### src/rtl/dmap_pkg.sv
package dmap_pkg;

    localparam int ADDR_W = 16;
    localparam int DATA_W = 8;
    localparam int CFG_W  = 4;
    localparam int BANK_W = 2;
    localparam int NUM_DEV = 3;

    // page number (address bits 15:12) of the first peripheral page
    localparam logic [3:0] DEV_BASE_PAGE = 4'h8;
    localparam logic [3:0] CFG_PAGE      = 4'hB;

    typedef struct packed {
        logic              user;   // bit 3: unprivileged mode
        logic              rsvd;   // bit 2: stored only
        logic [BANK_W-1:0] bank;   // bits 1:0: window bank
    } cfg_t;

    typedef struct packed {
        logic               rom;
        logic               priv_ram;
        logic               user_ram;
        logic               cfg;
        logic [NUM_DEV-1:0] dev;
    } sel_t;

endpackage

### src/rtl/cfg_register.sv
module cfg_register
    import dmap_pkg::*;
(
    input  logic             clk,
    input  logic             rst_n,
    input  logic             irq_ack,
    input  logic             wr_en,
    input  logic [CFG_W-1:0] wr_val,
    output cfg_t             cfg
);

    typedef struct packed {
        cfg_t value;
    } state_t;

    state_t st_d, st_q;

    always_comb begin
        st_d = st_q;
        if (irq_ack) begin
            st_d.value = '0;
        end else if (wr_en) begin
            st_d.value = cfg_t'(wr_val);
        end
    end

    always_ff @(posedge clk or negedge rst_n) begin
        if (!rst_n) begin
            st_q <= '0;
        end else begin
            st_q <= st_d;
        end
    end

    assign cfg = st_q.value;

    // an acknowledged interrupt always lands in privileged mode, bank 0
    assert_irq_clears_R6: assert property (@(posedge clk) disable iff (!rst_n)
        irq_ack |=> (cfg == '0));

    // a qualified write without interrupt loads exactly the written bits
    assert_write_loads_R7: assert property (@(posedge clk) disable iff (!rst_n)
        (wr_en && !irq_ack) |=> (cfg == cfg_t'($past(wr_val))));

    // without any strobe the register holds
    assert_holds_R7: assert property (@(posedge clk) disable iff (!rst_n)
        (!wr_en && !irq_ack) |=> $stable(cfg));

endmodule

### src/rtl/addr_decode.sv
module addr_decode
    import dmap_pkg::*;
(
    input  logic              clk,
    input  logic              rst_n,
    input  logic [ADDR_W-1:0] addr,
    input  cfg_t              cfg,
    output sel_t              sel,
    output logic [BANK_W-1:0] ram_hi
);

    localparam int PAGE_LSB = ADDR_W - 4;
    localparam int HI_LSB   = ADDR_W - BANK_W;

    logic [3:0]         page;
    logic [BANK_W-1:0]  quarter;
    logic [NUM_DEV-1:0] dev_hit;

    assign page    = addr[ADDR_W-1:PAGE_LSB];
    assign quarter = addr[ADDR_W-1:HI_LSB];

    // one decoder per peripheral page, consecutive from the base page
    for (genvar g = 0; g < NUM_DEV; g++) begin : g_dev
        localparam logic [3:0] PG = DEV_BASE_PAGE + 4'(g);
        assign dev_hit[g] = (page == PG);
    end

    always_comb begin
        sel    = '0;
        ram_hi = cfg.bank;
        if (cfg.user) begin
            sel.user_ram = 1'b1;
            ram_hi       = quarter;
        end else begin
            unique case (quarter)
                2'b11: sel.rom      = 1'b1;
                2'b01: sel.user_ram = 1'b1;
                2'b00: sel.priv_ram = 1'b1;
                2'b10: begin
                    if (page == CFG_PAGE) sel.cfg = 1'b1;
                    else                  sel.dev = dev_hit;
                end
                default: sel.priv_ram = 1'b1;
            endcase
        end
    end

    assert_one_select_R11: assert property (@(posedge clk) disable iff (!rst_n)
        $countones(sel) == 1);

    assert_user_flat_R5: assert property (@(posedge clk) disable iff (!rst_n)
        cfg.user |-> (sel.user_ram && ram_hi == addr[ADDR_W-1:HI_LSB]));

    assert_window_bank_R4: assert property (@(posedge clk) disable iff (!rst_n)
        (!cfg.user && addr[ADDR_W-1:HI_LSB] == 2'b01) |-> (sel.user_ram && ram_hi == cfg.bank));

    assert_rom_top_R2: assert property (@(posedge clk) disable iff (!rst_n)
        (!cfg.user && addr[ADDR_W-1:HI_LSB] == 2'b11) |-> sel.rom);

endmodule

### src/rtl/strobe_gen.sv
module strobe_gen
    import dmap_pkg::*;
(
    input  logic              clk,
    input  logic              rst_n,
    input  logic              phi2,
    input  logic              rw_n,
    input  sel_t              sel,
    input  cfg_t              cfg,
    output logic              cfg_wr,
    output logic              mem_oe,
    output logic              mem_we,
    output logic [DATA_W-1:0] rdata
);

    logic any_mem;
    logic any_ram;

    assign any_mem = sel.rom | sel.priv_ram | sel.user_ram;
    assign any_ram = sel.priv_ram | sel.user_ram;

    always_comb begin
        cfg_wr = phi2 & ~rw_n & sel.cfg;
        mem_oe = phi2 & rw_n & any_mem;
        mem_we = phi2 & ~rw_n & any_ram;
        rdata  = '0;
        if (sel.cfg && rw_n) begin
            rdata[CFG_W-1:0] = cfg;
        end
    end

    assert_we_phase_R10: assert property (@(posedge clk) disable iff (!rst_n)
        (mem_we || mem_oe || cfg_wr) |-> phi2);

    assert_no_rom_write_R10: assert property (@(posedge clk) disable iff (!rst_n)
        sel.rom |-> !mem_we);

    assert_rdata_idle_R9: assert property (@(posedge clk) disable iff (!rst_n)
        !(sel.cfg && rw_n) |-> (rdata == '0));

endmodule

### src/rtl/dual_mode_addr_map.sv
module dual_mode_addr_map
    import dmap_pkg::*;
(
    input  logic              clk,
    input  logic              rst_n,
    input  logic              irq_ack,
    input  logic              phi2,
    input  logic [15:0]       cpu_addr,
    input  logic              cpu_rw_n,
    input  logic [7:0]        cpu_wdata,
    output logic [7:0]        cpu_rdata,
    output logic              rom_cs,
    output logic              priv_ram_cs,
    output logic              user_ram_cs,
    output logic              cfg_cs,
    output logic [2:0]        dev_cs,
    output logic [1:0]        user_ram_hi,
    output logic              mem_oe,
    output logic              mem_we
);

    cfg_t cfg;
    sel_t sel;
    logic cfg_wr;

    cfg_register u_cfg (
        .clk     (clk),
        .rst_n   (rst_n),
        .irq_ack (irq_ack),
        .wr_en   (cfg_wr),
        .wr_val  (cpu_wdata[CFG_W-1:0]),
        .cfg     (cfg)
    );

    addr_decode u_dec (
        .clk    (clk),
        .rst_n  (rst_n),
        .addr   (cpu_addr),
        .cfg    (cfg),
        .sel    (sel),
        .ram_hi (user_ram_hi)
    );

    strobe_gen u_stb (
        .clk    (clk),
        .rst_n  (rst_n),
        .phi2   (phi2),
        .rw_n   (cpu_rw_n),
        .sel    (sel),
        .cfg    (cfg),
        .cfg_wr (cfg_wr),
        .mem_oe (mem_oe),
        .mem_we (mem_we),
        .rdata  (cpu_rdata)
    );

    assign rom_cs      = sel.rom;
    assign priv_ram_cs = sel.priv_ram;
    assign user_ram_cs = sel.user_ram;
    assign cfg_cs      = sel.cfg;
    assign dev_cs      = sel.dev;

    // once in unprivileged mode, only an interrupt leaves it
    assert_user_sticky_R5: assert property (@(posedge clk) disable iff (!rst_n)
        (cfg.user && !irq_ack) |=> cfg.user);

endmodule

### config.mk
export PLATFORM = sky130hd
export DESIGN_NAME = dual_mode_addr_map
export DESIGN_NICKNAME = d
export VERILOG_FILES = /design/src/rtl/dmap_pkg.sv /design/src/rtl/cfg_register.sv /design/src/rtl/addr_decode.sv /design/src/rtl/strobe_gen.sv /design/src/rtl/dual_mode_addr_map.sv
export SDC_FILE = /design/constraint.sdc
export NUM_CORES = 1
export LEC_CHECK = 0
export ABC_AREA = 1
export ABC_CLOCK_PERIOD_IN_PS = 2070
export CAP_MARGIN = 40
export CORE_MARGIN = 3
export CORE_UTILIZATION = 27
export DETAILED_ROUTE_END_ITERATION = 6
export HOLD_SLACK_MARGIN = 0.03
export MAX_ROUTING_LAYER = met4
export PLACE_DENSITY = 0.82
export SLEW_MARGIN = 20
export SYNTH_ARGS = -nofsm -noshare
export SYNTH_HDL_FRONTEND = slang
export SYNTH_SLANG_ARGS = --single-unit
### constraint.sdc
create_clock -name clk -period 2.07 [get_ports clk]
set_input_delay 0.3105 -clock clk [delete_from_list [all_inputs] [get_ports clk]]
set_output_delay 0.3105 -clock clk [all_outputs]
set_load 0.03 [all_outputs]
After elaboration in Yosys (flattened, before gate mapping)
Index checks and enable logic that the tools add are counted.
W data, S select, Z words.
{"block": "word_totals", "reg_bits": 4, "out_inout_bits": 19, "in_bits": 29, "word_cells": 35}
{"block": "op_classes", "muxes": 13, "bitwise_logic": 9, "n_reduce_logical": 3, "n_eq_ne": 7}
{"cell": "$mux W4", "count": 5}
{"cell": "$eq A4 B4 Y1 const B", "count": 4}
{"cell": "$and A1 B1 Y1", "count": 5}
{"cell": "$mux W1", "count": 5}
{"cell": "$eq A2 B2 Y1 const B", "count": 2}
{"cell": "$mux W2", "count": 2}
{"cell": "$mux W3", "count": 1}
{"cell": "$or A1 B1 Y1", "count": 3}
{"cell": "$eq A2 B1 Y1 const B", "count": 1}
{"cell": "$logic_not A2 Y1", "count": 1}
{"cell": "$reduce_bool A2 Y1", "count": 1}
{"cell": "$logic_and A1 B1 Y1", "count": 1}
{"cell": "$not A1 Y1", "count": 1}

Logic depth before layout (Yosys ltp)
Gate-level depths: netlist (run 1).
{"block": "logic_depth", "depth_word": 7, "mapped_depth": 6, "depth_no_buf": 6}

By module
Synthesis (run 1) repeated with hierarchy kept, for this count alone.
{"block": "unflattened", "hier_cells": 61, "hier_area_um2": 352.8}
{"module": "cfg_register", "cells_each": 18, "seq_area_each_um2": 100.1, "area_each_um2": 160.2, "n_inst": 1}
{"module": "strobe_gen", "cells_each": 23, "seq_area_each_um2": 0.0, "area_each_um2": 108.9, "n_inst": 1}
{"module": "addr_decode", "cells_each": 20, "seq_area_each_um2": 0.0, "area_each_um2": 83.8, "n_inst": 1}

Least setup slack after synthesis (run 1)
OpenSTA, ideal clock, no wires.
{"block": "synth_timing", "kind": "register to output", "start": "register u_cfg.st_q, in the netlist u_cfg.cfg[3]", "end": "output dev_cs[0]", "setup_slack_ns": 0.465, "arrival_time_ns": 1.295, "path_stages_with_launch": 4, "n_path_buf": 0, "required_time_ns": 1.760, "cell_sequence": "dfrtp_1 > inv_2 > nand3_4 > nor3_1"}
{"block": "synth_via", "elab_chain_len": 1}
{"element": "start: declaration", "line": "cfg_register.sv:16", "text": "state_t st_d, st_q;"}
{"element": "start signal: assignment", "line": "cfg_register.sv:31", "text": "st_q <= st_d;"}
{"element": "$mux W4", "line": "addr_decode.sv:31", "text": "if (cfg.user) begin"}
{"element": "end: declaration", "line": "dual_mode_addr_map.sv:16", "text": "output logic [2:0] dev_cs,"}
No other way between the ends.

Worst setup path after layout (run 1)
{"block": "layout_timing", "start": "input cpu_addr[15]", "end": "output user_ram_hi[1]"}
{"block": "layout_via", "elab_chain_len": 1}
{"element": "start: declaration", "line": "dual_mode_addr_map.sv:8", "text": "input logic [15:0] cpu_addr,"}
{"element": "$mux W2", "line": "addr_decode.sv:31"}
{"element": "end: declaration", "line": "dual_mode_addr_map.sv:17", "text": "output logic [1:0] user_ram_hi,"}
No other way between the ends.

==> metrics.cfg, run 1 <==
[run_status]
outcome=completed

[sta]
finalSetupViolations=0
hold-worst-slack_ps=273.3
rsz0062_at_grt=no
worst_slack_ps=120.6
finalSetupTns_ps=0
clock.fmax_ghz=0.5130
clock_skew_ps=5.778
slew_viol_final=0
final-hold-violation-count=0
post-route-period-util_pct=94.18
min_period_ps=1949

[logic_synthesis]
synth_xor_area_share_pct=0
yosysTopAreaCell=dfrtp_1
synth_top_area_share_pct=24.84
synth_warnings=0
synthMuxAreaShare_pct=0
yosys.area_share.simple_pct=51.86
ys_seq_area_share_pct=24.84
avgSynthCellArea_um2=7.194
synthAdderAreaFrac_pct=0
synth_top_family_by_area=simple AND/OR/NAND/NOR gates
synth-compound-area-share_pct=3.727
synth_cell_type_count=18
syn_inst=56
synth-seq-cells=4
netlist_area_um2=402.9
synth_area_leaders=dfrtp_1 (25%), buf_4 (9.3%), inv_1 (8.4%)

[hold_path]
holdCritPathClass=primary input to asynchronous set/reset pin

[critical_path]
arrival_ps=1640
worst-path-stages=4
cp_slowest_cell=clkdlybuf4s50_1
crit_type=primary input to output pin
cp_max_fo=3
reg2reg_slack_ps=970
worst_r2r_endpoint=u_cfg.cfg[1]$_DFFE_PN0P_
critical_path.top_delay_family=buffers and inverters
path_cells=clkdlybuf4s50_1 > nand2_1 > o21ai_0 > clkdlybuf4s50_1
crit_buf_inv=2
critPathLaunchType=primary input
end_kind=output pin
reg2reg_depth=6
startpoint=cpu_addr[15]
crit_path_frequent_cell=clkdlybuf4s50_1
r2r-start=u_cfg.cfg[3]$_DFFE_PN0P_
cp.required_ps=1760
max_stage_delay_ps=700
endpoint=user_ram_hi[1]

[drt]
wirelength_mm=1.034
drtIter0Drc=5
post-route-drc-count=0
wire_per_inst_um=10.24
via_count=456
viasPerCell=4.515
antenna_left=0
drtPass1Iterations=4

[cells_and_area]
antenna_cells=0
fillCellCount=139
multi_input_area_um2=242.7
drive_above_1_share_pct=31.40
largest_reg_flops=4
stdcell_area_um2=669.4
syn_to_final_growth_pct=66.15
nets=117
final-seq-area_um2=100.1

[global_route]
track_usage_pct=11.52
grt_pass1_vias=399
grt-ovfl-total=0
grt_pass1_wl_mm=1.573
antenna_found_initial=0
grt_max_degree=9

[job]
maxCapViolations=0

[cts]
cts.reportedPaths.clkPinSlew_ps=40
numCtsBuffers=3
cts_tree=yes
clk_latency_ps=240
clkSinkCount=4
cts_buffer_depth=2
postCtsSetupBuffers=0
cts_max_level=1
clock_tree.root_cell=clkbuf_4
cts_hold_buf=0
ctsResizeCount=0

[power_and_ir_drop]
p_leak_nw=0.3487
power_density_mw_per_mm2=412.4
ir_drop_mv=0.2579

[floorplan]
die_w_um=44.63
core-area_mm2=0.001350
io_pins=48
fp.dieArea_mm2=0.001992
die_h_um=44.63
rows=13
initial_utilization_pct=29.84

[placement]
pre_cts_slack_ps=121.0
numPortBuffers=26
gp_congestion=0.7787
place_area_um2=646.9
dp_hpwl_um=888.9

-- worst min path at each step --
stage / endpoint / slack [ps]
finish: u_cfg.cfg[3]$_DFFE_PN0P_ / 270
global route: u_cfg.cfg[3]$_DFFE_PN0P_ / 300
CTS: u_cfg.cfg[3]$_DFFE_PN0P_ / 280
detailed placement: u_cfg.cfg[2]$_DFFE_PN0P_ / 510
global placement: u_cfg.cfg[2]$_DFFE_PN0P_ / 500
floorplan: u_cfg.cfg[0]$_DFFE_PN0P_ / 10
-- cell families after synthesis --
logic type	after synthesis
flops	4
other cells	1
simple gates	33
compound gates	3
buf+inv	15
-- worst reg2reg max path, delay by kind of cell, from the launching register on --
kind	cells	cell delay (ps)
buffers and inverters	1	110
and+or+nand+nor	5	430
DFF	1	440
-- final cells by class --
class | count | share of cell area, %
sequential | 4 | 14.95
timing repair buffer | 28 | 37.01
inverter | 10 | 5.607
clock buffer | 3 | 3.364
tap | 15 | 2.804
multi-input combinational | 41 | 36.26
-- metrics by stage --
step	utilization [%]	power (W)	instances
CTS	49.58	0.0002788	101
detailed placement	47.91	0.0001772	98
finish	49.58	0.0002761	101
global route	49.58	0.0002849	101
floorplan	-	0.0001374	60
global placement	47.91	0.0001753	98
-- cell usage in the layout (no fill, tap or decap), drive strengths merged, types with 4 or more instances in the layout --
cell type and count:
buf 13, clkdlybuf4s50 15, conb 5, dfrtp 4, inv 10, nand2 10, nand3 7, nand4 4
nor2 8
-- synthesized netlist by cell type --
cell type / n
inv_1: 9
nand2_1: 9
buf_4: 5
nand3_1: 5
dfrtp_1: 4
nand4_1: 4
nor2_2: 4
nor3_1: 3
o21ai_0: 3
nor2_1: 2
and2_2: 1
conb_1: 1
inv_2: 1
nand2_4: 1
nand3_2: 1
nand3_4: 1
nor2_4: 1
nor2_8: 1
-- layer usage --
layer | wire length, um | global-route usage, % | vias to the layer above
met4 | 31 | 10.84 | 0
met5 | 0 | - | -
li1 | - | - | 232
met3 | 134 | 2.846 | 4
met2 | 504 | 18.05 | 32
met1 | 362 | 11.44 | 188
-- power by group --
part           switching [W]  internal [W]  leakage, nW
Sequential       0.000000480     0.0000792       0.0558
Clock              0.0000351     0.0000651       0.0138
Combinational      0.0000566     0.0000396        0.279
Total              0.0000922      0.000184        0.349
(Power assumes the default switching activity.)
==> inputs of run 2 (changes only) <==
Settings changed: CAP_MARGIN 40 to not set, CORE_UTILIZATION 27 to 29, CTS_BUF_LIST set to sky130_fd_sc_hd__clkbuf_4 sky130_fd_sc_hd__clkbuf_8, PLACE_DENSITY 0.82 to 0.84.
==> run 2 against run 1 <==
  * Sequential power about the same
  * Hold slack lost 1.9 ps
  * First-iteration DRC count rose by 100%
  * Sequential cell count did not move
  * Total power decreased by 1.3%
  * Count of clock-buffer cells in the layout unchanged
  * Core utilization is 6.0 points higher
  * Die area down 6.0%
  * Maximum frequency decreased by 0.24%
  * Clock power is essentially flat
  * Final cell count down 0.99%
  * Register-to-register slack about the same
  * Critical path type unchanged
  * Critical endpoint is now user_ram_hi[0]
==> metrics.cfg, run 2 (synthesis gave the netlist of run 1 again) <==
[floorplan]
io_pins=48  ; unchanged
fp.dieArea_mm2=0.001872  ; -6.0%
die_h_um=43.27  ; -3.0%
rows=12  ; -1
core-area_mm2=0.001201  ; -11%
die_w_um=43.27  ; -3.0%
initial_utilization_pct=33.54  ; +3.7 points

[sta]
slew_viol_final=0  ; unchanged
clock.fmax_ghz=0.5117  ; -0.24%
clock_skew_ps=8.018  ; +2.240 ps
rsz0062_at_grt=no
post-route-period-util_pct=94.41  ; +0.23 points
final-hold-violation-count=0  ; unchanged
finalSetupTns_ps=0  ; unchanged
min_period_ps=1954  ; +4.769 ps
worst_slack_ps=115.8  ; -4.769 ps
finalSetupViolations=0  ; unchanged

[critical_path]
end_kind=output pin
crit_buf_inv=2  ; unchanged
startpoint=cpu_addr[14]
critical_path.top_delay_family=buffers and inverters
cp_slowest_cell=clkdlybuf4s50_1
reg2reg_depth=6  ; unchanged
cp_max_fo=3  ; unchanged
max_stage_delay_ps=710  ; about the same
crit_path_frequent_cell=clkdlybuf4s50_1
crit_type=primary input to output pin
reg2reg_slack_ps=970  ; about the same
worst_r2r_endpoint=u_cfg.cfg[3]$_DFFE_PN0P_
path_cells=clkdlybuf4s50_1 > nand2_1 > o21ai_0 > clkdlybuf4s50_1
critPathLaunchType=primary input
cp.required_ps=1760  ; about the same
arrival_ps=1640  ; about the same
r2r-start=u_cfg.cfg[3]$_DFFE_PN0P_

[power_and_ir_drop]
p_leak_nw=0.3487  ; unchanged
ir_drop_mv=0.3045  ; +18%
power_density_mw_per_mm2=408.0  ; -1.1%
power.total_w=0.0002726  ; -1.3%

[cts]
numCtsBuffers=3  ; unchanged
cts.reportedPaths.clkPinSlew_ps=40  ; about the same
cts_buffer_depth=2  ; unchanged
clk_latency_ps=240  ; about the same
cts_max_level=1  ; unchanged
postCtsSetupBuffers=0  ; unchanged
cts_tree=yes
clkSinkCount=4  ; unchanged
ctsResizeCount=0  ; unchanged
clock_tree.root_cell=clkbuf_4
cts_hold_buf=0  ; unchanged

[drt]
wirelength_um=961  ; -7.1%
wire_per_inst_um=9.610  ; -6.1%
viasPerCell=4.380  ; -3.0%
via_count=438  ; -3.9%
antenna_left=0  ; unchanged
drtIter0Drc=10  ; +5
post-route-drc-count=0  ; unchanged
drtPass1Iterations=4  ; unchanged

[global_route]
grt_pass1_wl_mm=1.573  ; unchanged
grt_pass1_vias=384  ; -3.8%
grt_max_degree=9  ; unchanged
grt-ovfl-total=0  ; unchanged
track_usage_pct=11.47  ; -0.048 points
antenna_found_initial=0  ; unchanged

[cells_and_area]
nets=117  ; unchanged
drive_above_1_share_pct=31.40  ; unchanged
syn_to_final_growth_pct=65.84
final_cell_mix=clkdlybuf4s50_1 (15), buf_4 (13), nand2_1 (9), inv_1 (9)
finish.utilization_pct=55.63  ; +6.0 points
antenna_cells=0  ; unchanged
final_common_cell=clkdlybuf4s50_1
largest_reg_flops=4  ; unchanged
stdcell_count=100  ; -0.99%

[run_status]
outcome=completed

[placement]
dp.cells=97  ; -1.0%
gp_congestion=0.7895  ; +1.4%
pre_cts_slack_ps=117.9  ; -3.129 ps
dp_hpwl_um=841.7  ; -5.3%
numPortBuffers=26  ; unchanged

[job]
maxCapViolations=0  ; unchanged

[hold_path]
holdCritPathClass=primary input to asynchronous set/reset pin

run 2: cell counts in the layout (fill, tap and decap cells not counted):
Identical to the previous run, type by type.
run 2: per-layer routing:
layer / wire length [um] / track usage, %
met4: 25 / 7.229
met2: 431 / 17.40
met3: 103 / 2.966
met1: 401 / 13.22
met5: 0 / -
run 2: final cells by class:
| cell class | count | area (um^2) |
|---|---|---|
| fillers | 120 | 533.0 |
| repair buffers | 28 | 247.7 |
| multi-input cells | 41 | 242.7 |
| flip-flops and latches | 4 | 100.1 |
| inverters | 10 | 37.54 |
| clock buffers | 3 | 22.52 |
| well taps | 14 | 17.52 |
run 2: worst max-delay path by stage:
stage                     endpoint  slack [ps]  cells past startpoint
floorplan                dev_cs[0]         460                      3
global placement       priv_ram_cs         120                      3
detailed placement  user_ram_hi[0]         120                      4
CTS                 user_ram_hi[0]         110                      4
global route           priv_ram_cs           4                      3
finish              user_ram_hi[0]         120                      4
run 2: power breakdown:
part           switching [W]  internal [W]  leakage, nW  total (W)
Sequential       0.000000495     0.0000792       0.0558  0.0000797
Clock              0.0000324     0.0000648       0.0138  0.0000973
Combinational      0.0000561     0.0000396        0.279  0.0000957
run 2: metrics by stage:
stage          cell area, um^2  hold slack [ps]
2_1_floorplan            417.9            14.91
3_3_place_gp             645.6            507.7
3_5_place_dp             645.6            501.4
4_1_cts                  668.1            268.9
5_1_grt                  668.1            289.0
6_report                 668.1            271.4
==> inputs of run 3 (changes only) <==
Settings changed: PLACE_DENSITY 0.84 to not set, PLACE_DENSITY_LB_ADDON set to 0.25.
==> run 3 against run 2 <==
  * Final area fell by 0.37%
  * Highest routed layer is now met3
  * Sequential power is essentially flat
  * Combinational power about the same
  * Non-clock buffer count stayed put
  * Global-route usage fell by 0.18 points
  * Routed wire length decreased by 2.0%
  * Sequential cell count unchanged
==> metrics.cfg, run 3 (synthesis gave the netlist of run 1 again) <==
[run_status]
outcome=completed

[cells_and_area]
antenna_cells=0  ; unchanged
stdcell_count=100  ; unchanged
multi_input_area_um2=242.7  ; unchanged
syn_to_final_growth_pct=65.22
largest_reg_flops=4  ; unchanged
nets=117  ; unchanged
final_cell_mix=clkdlybuf4s50_1 (14), buf_4 (14), nand2_1 (9), inv_1 (9)
drive_above_1_share_pct=32.56  ; +1.2 points
final-seq-area_um2=100.1  ; unchanged
stdcell_area_um2=665.6  ; -0.37%
fillCellCount=133  ; +11%

[power_and_ir_drop]
ir_drop_mv=0.2486  ; -18%
p_leak_nw=0.3507  ; +0.59%
power_density_mw_per_mm2=406.3  ; -0.41%

[cts]
cts_hold_buf=0  ; unchanged
numCtsBuffers=3  ; unchanged
cts_tree=yes
postCtsSetupBuffers=0  ; unchanged
clk_latency_ps=230  ; about the same
clkSinkCount=4  ; unchanged
cts_buffer_depth=2  ; unchanged
cts_max_level=1  ; unchanged
ctsResizeCount=0  ; unchanged
clock_tree.root_cell=clkbuf_4
cts.reportedPaths.clkPinSlew_ps=40  ; about the same

[floorplan]
die_h_um=43.27  ; unchanged
fp.dieArea_mm2=0.001872  ; unchanged
rows=12  ; unchanged
die_w_um=43.27  ; unchanged
io_pins=48  ; unchanged
core-area_mm2=0.001201  ; unchanged
initial_utilization_pct=33.54  ; unchanged

[sta]
finalSetupTns_ps=0  ; unchanged
clock_skew_ps=3.570  ; -4.448 ps
worst_slack_ps=120.0  ; +4.156 ps
post-route-period-util_pct=94.21  ; -0.20 points
final-hold-violation-count=0  ; unchanged
min_period_ps=1950  ; -4.156 ps
hold-worst-slack_ps=281.7  ; +10.29 ps
slew_viol_final=0  ; unchanged
clock.fmax_ghz=0.5128  ; +0.21%
finalSetupViolations=0  ; unchanged
rsz0062_at_grt=no

[critical_path]
startpoint=cpu_addr[14]
end_kind=output pin
crit_buf_inv=4  ; +2
max_stage_delay_ps=450  ; -260 ps
path_cells=clkdlybuf4s50_1 > buf_4 > inv_1 > nand3_4 > nor2_8 > nand2_4 > nor2_2 > buf_4
cp.required_ps=1760  ; about the same
crit_path_frequent_cell=buf_4
crit_type=primary input to output pin
cp_slowest_cell=clkdlybuf4s50_1
critPathLaunchType=primary input
r2r-start=u_cfg.cfg[3]$_DFFE_PN0P_
arrival_ps=1640  ; about the same
cp_max_fo=6  ; +3
worst_r2r_endpoint=u_cfg.cfg[2]$_DFFE_PN0P_
reg2reg_depth=6  ; unchanged
critical_path.top_delay_family=buffers and inverters
reg2reg_slack_ps=980  ; about the same

[global_route]
grt_pass1_vias=380  ; -1.0%
grt_max_degree=9  ; unchanged
track_usage_pct=11.30  ; -0.18 points
grt_pass1_wl_mm=1.511  ; -3.9%
antenna_found_initial=0  ; unchanged
grt-ovfl-total=0  ; unchanged

[drt]
antenna_left=0  ; unchanged
via_count=436  ; -0.46%
viasPerCell=4.360  ; -0.46%
wire_per_inst_um=9.420  ; -2.0%
wirelength_um=942  ; -2.0%
drtPass1Iterations=4  ; unchanged
drtIter0Drc=6  ; -4
post-route-drc-count=0  ; unchanged

[placement]
place_area_um2=643.1  ; -0.39%
pre_cts_slack_ps=109.9  ; -7.963 ps
dp.cells=97  ; unchanged
numPortBuffers=26  ; unchanged
gp_congestion=0.7192  ; -8.9%
dp_hpwl_um=819.7  ; -2.6%

[hold_path]
holdCritPathClass=primary input to asynchronous set/reset pin

[job]
maxCapViolations=0  ; unchanged

run 3: power by group:
group | internal, W | switching, W
clock network | 0.0000648 | 0.0000306
registers | 0.0000792 | 0.000000454
logic | 0.0000395 | 0.0000560
total | 0.000183 | 0.0000870
run 3: worst reg2reg max path, delay by kind of cell (launching register included):
kind,cells,cell delay (ps)
DFF,1,430
and+or+nand+nor,5,440
buffers and inverters,1,110
run 3: per-stage QoR:
stage / total power [W] / util (%)
6_report: 0.0002705 / 55.42
5_1_grt: 0.0002859 / 55.42
4_1_cts: 0.0002759 / 55.42
3_5_place_dp: 0.0001764 / 53.54
3_3_place_gp: 0.0001761 / 53.54
2_1_floorplan: 0.0001374 / -
run 3: layout make-up:
cell class	instances	area share, %
Sequential cell	4	15.04
Tap cell	14	2.632
Multi-Input combinational cell	41	36.47
Inverter	10	5.639
Clock buffer	3	3.383
Timing Repair Buffer	28	36.84
run 3: how the worst max path moves through the flow:
stage | end | slack [ps] | cells after the start
2_1_floorplan | dev_cs[0] | 460 | 3
3_3_place_gp | cpu_rdata[1] | 120 | 8
3_5_place_dp | cpu_rdata[0] | 110 | 8
4_1_cts | cpu_rdata[0] | 100 | 8
5_1_grt | cpu_rdata[0] | 40 | 8
6_report | cpu_rdata[0] | 120 | 8
run 3: routing by layer:
layer	vias up	routed length [um]	global-route usage, %
met5	-	0	-
met4	0	0	9.036
met3	0	100	1.695
met2	20	474	17.99
met1	183	368	12.22
li1	233	-	-
